`src/rtl/pwm_step_steer.sv`:
```
module pwm_step_steer #(
  parameter int NPH = 3
) (
  input  logic           clk,
  input  logic           rst_n,
  input  logic           wr_en,
  input  logic [7:0]     wr_data,
  output logic [7:0]     ctrl_rd,
  input  logic           ev_c,
  input  logic           ev_d,
  input  logic           ev_z,
  input  logic           direct_mode,
  input  logic           phase_wr,
  input  logic           pwm_in,
  input  logic [NPH-1:0] hi_sel,
  input  logic [NPH-1:0] lo_sel,
  input  logic           clim,
  input  logic           cli,
  input  logic           moe_set,
  output logic [NPH-1:0] hi_gate,
  output logic [NPH-1:0] lo_gate,
  output logic           moe,
  output logic           oc_irq,
  output logic           zc_rising,
  output logic           hdm_en,
  output logic           sdm_en,
  output logic [1:0]     step_iv
);
  localparam logic [1:0] IV_CD = 2'd0;
  localparam logic [1:0] IV_DZ = 2'd1;
  localparam logic [1:0] IV_ZC = 2'd2;

  logic [7:0] shadow, shadow_nx;
  logic [3:0] act;
  logic [1:0] iv;
  logic       moe_q, c_evt, trip, side, chop;

  assign c_evt     = ev_c | (direct_mode & phase_wr);
  assign shadow_nx = wr_en ? (wr_data & 8'h7F) : shadow;
  assign trip      = clim & cli & shadow[3];

  always_ff @(posedge clk or negedge rst_n) begin
    if (!rst_n) begin
      shadow <= '0;
      act    <= '0;
    end else begin
      shadow <= shadow_nx;
      if (c_evt) act <= {shadow_nx[6:4], shadow_nx[2]};
    end
  end

  always_ff @(posedge clk or negedge rst_n) begin
    if (!rst_n)                      iv <= IV_CD;
    else if (c_evt)                  iv <= IV_CD;
    else if (ev_d && iv == IV_CD)    iv <= IV_DZ;
    else if (ev_z && iv == IV_DZ)    iv <= IV_ZC;
  end

  always_ff @(posedge clk or negedge rst_n) begin
    if (!rst_n)       moe_q <= 1'b0;
    else if (trip)    moe_q <= 1'b0;
    else if (moe_set) moe_q <= 1'b1;
  end

  always_comb begin
    case (iv)
      IV_CD:   side = act[0];
      IV_DZ:   side = shadow[1];
      default: side = shadow[0];
    endcase
  end

  assign chop = pwm_in & ~cli;

  for (genvar p = 0; p < NPH; p++) begin : g_ph
    assign hi_gate[p] = moe_q & hi_sel[p] & (side ? 1'b1 : chop);
    assign lo_gate[p] = moe_q & lo_sel[p] & (side ? chop : 1'b1);
  end

  assign ctrl_rd   = shadow;
  assign moe       = moe_q;
  assign oc_irq    = clim & cli;
  assign zc_rising = act[3];
  assign hdm_en    = act[2];
  assign sdm_en    = act[1];
  assign step_iv   = iv;
endmodule

```
`config.mk`:
```
export PLATFORM = sky130hd
export DESIGN_NAME = pwm_step_steer
export DESIGN_NICKNAME = d
export VERILOG_FILES = /design/src/rtl/pwm_step_steer.sv
export SDC_FILE = /design/constraint.sdc
export NUM_CORES = 1
export LEC_CHECK = 0
export ABC_AREA = 1
export BUFFER_PORTS_ARGS = -buffer_cell sky130_fd_sc_hd__clkbuf_2
export CAP_MARGIN = 20
export CORE_ASPECT_RATIO = 0.9
export CORE_MARGIN = 4
export CORE_UTILIZATION = 30
export DETAILED_ROUTE_END_ITERATION = 12
export MAX_ROUTING_LAYER = met4
export PLACE_DENSITY_LB_ADDON = 0.1
export REMOVE_ABC_BUFFERS = 1
export SETUP_SLACK_MARGIN = 0.02
export SLEW_MARGIN = 20
export SYNTH_ARGS = -nofsm -noshare
export SYNTH_HDL_FRONTEND = slang
export SYNTH_SLANG_ARGS = --single-unit
```
`constraint.sdc`:
```
create_clock -name clk -period 1 [get_ports clk]
set_input_delay 0.2 -clock clk [delete_from_list [all_inputs] [get_ports clk]]
set_output_delay 0.2 -clock clk [all_outputs]
set_load 0.05 [all_outputs]
```
==> metrics.cfg, run 1 <==
[status]
status = complete, but fails checks
violations = setup timing

[pwr]
powerDensity_nw_per_um2 = 1490
seq_power_share = 0.351
switching_share = 0.378
p_leak_nw = 0.681
intPower_mw = 1.19
power_switching_mw = 0.725
clkPwrFrac = 0.209
pwr-share-comb = 0.440
irDropWorstVdd_v = 0.00111

[floorplan]
fp.dieArea_um2 = 2990
initial_core_util = 0.329
die_w_um = 57.2
ios = 47
fp.dieH_um = 52.3
num_rows = 15
fp.coreArea_um2 = 1990

[clock_network]
clk_pin_slew_ns = 0.09
numCtsBuffers = 3
ctsLongestPathBuffers = 2
cts-root-buf = clkbuf_4
cts_tree = done
cts_sinks = 14
clk_latency_ns = 0.28
htreeDepth = 1

[setup_path]
r2r_start = step_iv[0]$_DFFE_PN0P_
max_stage_delay_ns = 0.39
cp_max_fo = 4
cp_cell_sequence = inv_1 -> nand3_2 -> nand3_2 -> nor2_4 -> nor2_4 -> buf_8
arrival_ns = 1.41
path_buf_inv = 2
cp.required_ns = 0.80
r2r_end = step_iv[1]$_DFFE_PN0P_
r2r_cells = 5
rrSetupSlack_ns = -0.05
cpMaxStageDelayCell = dfrtp_1
worst-setup-path-type = flop to primary output
end_kind = primary output
cp-start-kind = flop
cp_top_family = simple AND/OR/NAND/NOR gates

[sta]
setup_slack_ns = -0.605
drv_slew = 0
hold-worst-slack_ns = 0.140
fmax_ghz = 0.623
clock_skew_ns = 0.00815
tns_ns = -4.70
setup_viol = 20
grt_setup_unrepaired = true
hold_violations = 0
period_minus_slack_ns = 1.61
timing.final.crit_share = 1.61

[final_layout]
syn_to_final_growth_pct = 96.4
final_nets = 166
fillCellCount = 183
n_antenna_cell = 0
fin_cells = 164
drive_above_1_share = 0.518

[global_routing]
overflow = 0
use_met1 = 0.142
grt_pass1_wl_mm = 2.86
grt_pass1_vias = 660
busiest_layer = met2
grt_max_degree = 15
antenna_found_initial = 0
grtUsageMet2 = 0.230
globalRouteTotalUtil = 0.129
use_met3 = 0.0517

[logic_synthesis]
synth_top_cell_by_area = dfrtp_1
netlist_area_um2 = 654
synth_cells = 83
seq_area_frac_synth = 0.535
avgSynthCellArea_um2 = 7.88
synthTopCellsByCount = nand2_1, inv_1, dfrtp_1, o21ai_0, nor2_1
synth_area_leaders = dfrtp_1, nand2_1, inv_1, o21ai_0, nor2_1
synth.distinct_cells = 15
yosysMostFrequentCell = nand2_1
ys_seq_elements = 14
async_flop_share = 1.00
synthFlopType = dfrtp_1
ys.warnings.count = 0
synth_edf_count = 0
yosysTopAreaCellShare = 0.535

[detailed_routing]
drc = 0
drtIter0Drc = 7
via_count = 713
drt-wirelength-per-cell_um = 12.0
detail-route-antenna-nets = 0
viasPerCell = 4.35
firstDrtPassIters = 4
wirelength_mm = 1.96

[place]
place_inst = 155
portBuffers = 44
dpl.hpwl_mm = 1.34
routabilityCongestion = 0.700

[job]
cap_viol_max_count = 0

[min_path]
min_to = ctrl_rd[0]$_DFFE_PN0P_
hold_path.startpoint = wr_data[0]
min_path_type = input pin to flop
holdPathStages = 3

cells by family (layout without fill, tap and decap cells):
logic type,count (synthesis),after routing,synth area share
other cells,1,1,0.00573
flops,14,14,0.535
compound gates,17,17,0.136
simple gates,32,32,0.195
buf+inv,19,75,0.128
how the worst max path moves through the flow:
stage | end | slack [ns] | startpoint | cells after the start
floorplan | hi_gate[0] | -0.97 | step_iv[1]$_DFFE_PN0P_ | 4
global placement | lo_gate[2] | -0.32 | step_iv[1]$_DFFE_PN0P_ | 6
detailed placement | lo_gate[2] | -0.37 | step_iv[1]$_DFFE_PN0P_ | 6
CTS | lo_gate[2] | -0.56 | step_iv[1]$_DFFE_PN0P_ | 6
global route | lo_gate[0] | -0.70 | ctrl_rd[1]$_DFFE_PN0P_ | 6
finish | lo_gate[0] | -0.61 | ctrl_rd[1]$_DFFE_PN0P_ | 6
power groups by stage:
| stage | Sequential [mW] | Clock (mW) | Combinational (mW) |
|---|---|---|---|
| 3_3_place_gp | 0.662 | 0 | 0.593 |
| 5_1_grt | 0.682 | 0.452 | 0.888 |
| 2_1_floorplan | 0.835 | 0 | 0.231 |
| 6_report | 0.673 | 0.402 | 0.843 |
| 3_5_place_dp | 0.663 | 0 | 0.597 |
| 4_1_cts | 0.661 | 0.413 | 0.774 |
per-stage QoR:
stage	power, mW	cell area, um2	utilization	setup WS [ns]
2_1_floorplan	1.07	631	-	-0.969
3_3_place_gp	1.25	927	0.466	-0.320
3_5_place_dp	1.26	927	0.466	-0.368
4_1_cts	1.85	1220	0.613	-0.560
5_1_grt	2.02	1280	0.646	-0.703
6_report	1.92	1280	0.646	-0.605
routing by layer:
layer  up-vias  part of all wire  wire length [um]
li1        368                 -                 -
met1       321              0.38               749
met2        22              0.55              1080
met3         2             0.061               120
met4         0            0.0051                10
met5         -                 0                 0
flip-flops by register name, summed over array words and instances (netlist names):
signal	cells
step_iv	2
ctrl_rd	7
act	4
moe	1
placed cells by master, fill, tap and decap left out:
| master | synthesis | layout |
|---|---|---|
| nor2_4 | 0 | 4 |
| buf_6 | 1 | 3 |
| a21o_1 | 1 | 1 |
| nor3_2 | 0 | 1 |
| and3_4 | 0 | 1 |
| conb_1 | 1 | 1 |
| o21ai_0 | 11 | 11 |
| buf_8 | 0 | 14 |
| inv_2 | 0 | 1 |
| dfrtp_1 | 14 | 12 |
| clkbuf_2 | 0 | 25 |
| inv_1 | 16 | 15 |
| a21oi_2 | 0 | 1 |
| nand2_1 | 20 | 20 |
| nor2_1 | 8 | 3 |
| clkbuf_8 | 0 | 4 |
| nor2_2 | 0 | 1 |
| nand3_2 | 0 | 2 |
| a21oi_1 | 4 | 3 |
| dlygate4sd3_1 | 0 | 1 |
| clkbuf_16 | 0 | 2 |
| o22ai_2 | 0 | 1 |
| buf_4 | 1 | 7 |
| clkbuf_4 | 0 | 3 |
| dfrtp_2 | 0 | 2 |
worst reg2reg max path: stages (launching register included):
cell	delay (ns)
dfrtp_1	0.43
buf_6	0.14
buf_6	0.11
and3_4	0.14
nor2_2	0.07
nor2_1	0.04
repair_timing:
item | CTS | global route
hold buffers | 1 | 0
buffers inserted | 4 | 2
gates resized for setup | 50 | 26
endpoints found under the setup margin | 21 | 22
pin swaps | 2 | 5
endpoints found under the hold margin | 14 | 0
final cells by class:
class | instances | area, um2 | share of cell area
repair buffers | 55 | 523 | 0.407
clock buffers | 4 | 36.3 | 0.0282
inverters | 16 | 60.1 | 0.0467
multi-input cells | 50 | 282 | 0.219
flip-flops and latches | 14 | 353 | 0.275
well taps | 25 | 31.3 | 0.0243
Note: power is estimated with default switching activity, not from simulation.
==> inputs of run 2 (changes only) <==
--- a/config.mk
+++ b/config.mk
@@ -14,7 +14,6 @@
 export DETAILED_ROUTE_END_ITERATION = 12
 export MAX_ROUTING_LAYER = met4
 export PLACE_DENSITY_LB_ADDON = 0.1
-export REMOVE_ABC_BUFFERS = 1
 export SETUP_SLACK_MARGIN = 0.02
 export SLEW_MARGIN = 20
 export SYNTH_ARGS = -nofsm -noshare
==> run 2 against run 1 <==
- the run still ends with setup timing left
- sequential power increased by 0.9%
- cell area is 5.2% higher
- global-route usage increased by 1.3 points
- total power shrank 1.6%
- flip-flop and latch count did not move
- worst hold slack better by 0.011 ns
- critical endpoint unchanged
==> metrics.cfg, run 2 (synthesized netlist as in run 1, its figures left out) <==
[floorplan]
num_rows = 15
fp.dieArea_um2 = 2990
fp.dieH_um = 52.3
die_w_um = 57.2
initial_core_util = 0.329
ios = 47
fp.coreArea_um2 = 1990

[final_layout]
seq_area_um2 = 363
layout_common_cells = clkbuf_2, nand2_1, buf_8
final_common_cell = clkbuf_2
final_nets = 167
syn_to_final_growth_pct = 107
largest_reg_flops = 7
post-route-util = 0.679
n_antenna_cell = 0
drive_above_1_share = 0.597
fillCellCount = 170
multiInputGateArea_um2 = 327
final_area_um2 = 1350

[detailed_routing]
wirelength_mm = 2.06
viasPerCell = 4.52
via_count = 742
drtIter0Drc = 13
drc = 0
detail-route-antenna-nets = 0
drt-wirelength-per-cell_um = 12.6
firstDrtPassIters = 4

[clock_network]
clk_latency_ns = 0.26
ctsLongestPathBuffers = 2
cts_tree = done
numCtsBuffers = 3
clk_pin_slew_ns = 0.08
htreeDepth = 1
cts_sinks = 14
cts-root-buf = clkbuf_4

[global_routing]
grt_max_degree = 15
grt_pass1_wl_mm = 3.17
grt_pass1_vias = 689
antenna_found_initial = 0
overflow = 0
globalRouteTotalUtil = 0.142

[sta]
hold_violations = 0
period_minus_slack_ns = 1.58
fmax_ghz = 0.634
drv_slew = 0
setup_viol = 19
timing.final.crit_share = 1.58
grt_setup_unrepaired = true
setup_slack_ns = -0.578
clock_skew_ns = 0.0000987

[setup_path]
worst-setup-path-type = flop to primary output
cp_common_cell = nor2_4
end_kind = primary output
max_stage_delay_ns = 0.40
cp-start-kind = flop
cp_cell_sequence = nor2_1 -> nand2_1 -> nand3_4 -> nor2_4 -> nor2_4 -> buf_8
cp.required_ns = 0.80
path_buf_inv = 1
cp_top_family = simple AND/OR/NAND/NOR gates
cp_max_fo = 4
arrival_ns = 1.38
cpMaxStageDelayCell = dfrtp_2

[job]
cap_viol_max_count = 0

[place]
routabilityCongestion = 0.788
dpl.hpwl_mm = 1.35
portBuffers = 44
dp_worst_setup_slack_ns = -0.357
postPlaceCellArea_um2 = 1040

[pwr]
powerDensity_nw_per_um2 = 1400
irDropWorstVdd_v = 0.000956
p_leak_nw = 0.681

[status]
status = complete, but fails checks
violations = setup timing

[min_path]
min_path_type = input pin to flop

[logic_synthesis]
synth_fp_nets = 109

==> run 2: repair_timing <==
item / CTS / global route
hold endpoints to repair: 14 / 0
gates resized for setup: 45 / 25
hold buffers: 1 / 0
setup buffers: 1 / 2
endpoints found under the setup margin: 20 / 23
pin swaps: 3 / 5
==> run 2: report_power, final <==
part / internal [mW] / leakage, nW / switching, mW / total (mW)
logic: 0.385 / 0.507 / 0.525 / 0.909
registers: 0.626 / 0.160 / 0.0530 / 0.679
clock network: 0.139 / 0.0138 / 0.160 / 0.299
total: 1.15 / 0.681 / 0.738 / 1.89
==> run 2: final cells by class <==
| type | count | area share |
|---|---|---|
| Timing Repair Buffer | 56 | 0.406 |
| Sequential cell | 14 | 0.269 |
| Multi-Input combinational cell | 50 | 0.242 |
| Inverter | 16 | 0.0444 |
| Tap cell | 25 | 0.0231 |
| Clock buffer | 3 | 0.0167 |
==> run 2: path summary, 6_finish.rpt <==
path                            depth (start not counted)                      to  slack (ns)                   start
worst min register to register                          2      act[2]$_DFFE_PN0P_        0.58      act[2]$_DFFE_PN0P_
max in group asynchronous                               2  ctrl_rd[3]$_DFFE_PN0P_        0.35                   rst_n
worst max register to register                          3  step_iv[0]$_DFFE_PN0P_           0  step_iv[0]$_DFFE_PN0P_
worst max-delay path                                    6              lo_gate[0]       -0.58  step_iv[1]$_DFFE_PN0P_
worst min-delay path                                    3  ctrl_rd[0]$_DFFE_PN0P_        0.15              wr_data[0]
min in group asynchronous                               2      act[2]$_DFFE_PN0P_        0.37                   rst_n
==> run 2: metrics by stage <==
step / power, mW / std cells / TNS (ns) / hold slack [ns]
detailed placement: 1.36 / 158 / -1.97 / 0.129
finish: 1.89 / 164 / -4.31 / 0.150
global placement: 1.35 / 158 / -1.88 / 0.122
global route: 1.99 / 164 / -5.27 / 0.142
CTS: 1.84 / 163 / -4.78 / 0.142
floorplan: 1.16 / 83 / -2.41 / -0.0956
==> run 2: worst min-delay path: stages <==
cell,delay [ns]
clkbuf_2,0.08
nand2_1,0.04
o21ai_0,0.06
==> run 2: metal layers <==
metal  GRT usage  up-vias  wire length [um]
met5           -        -                 0
met4      0.0463        0                26
met3      0.0320        6               144
met2       0.240       34              1060
met1       0.168      334               824
li1            -      368                 -
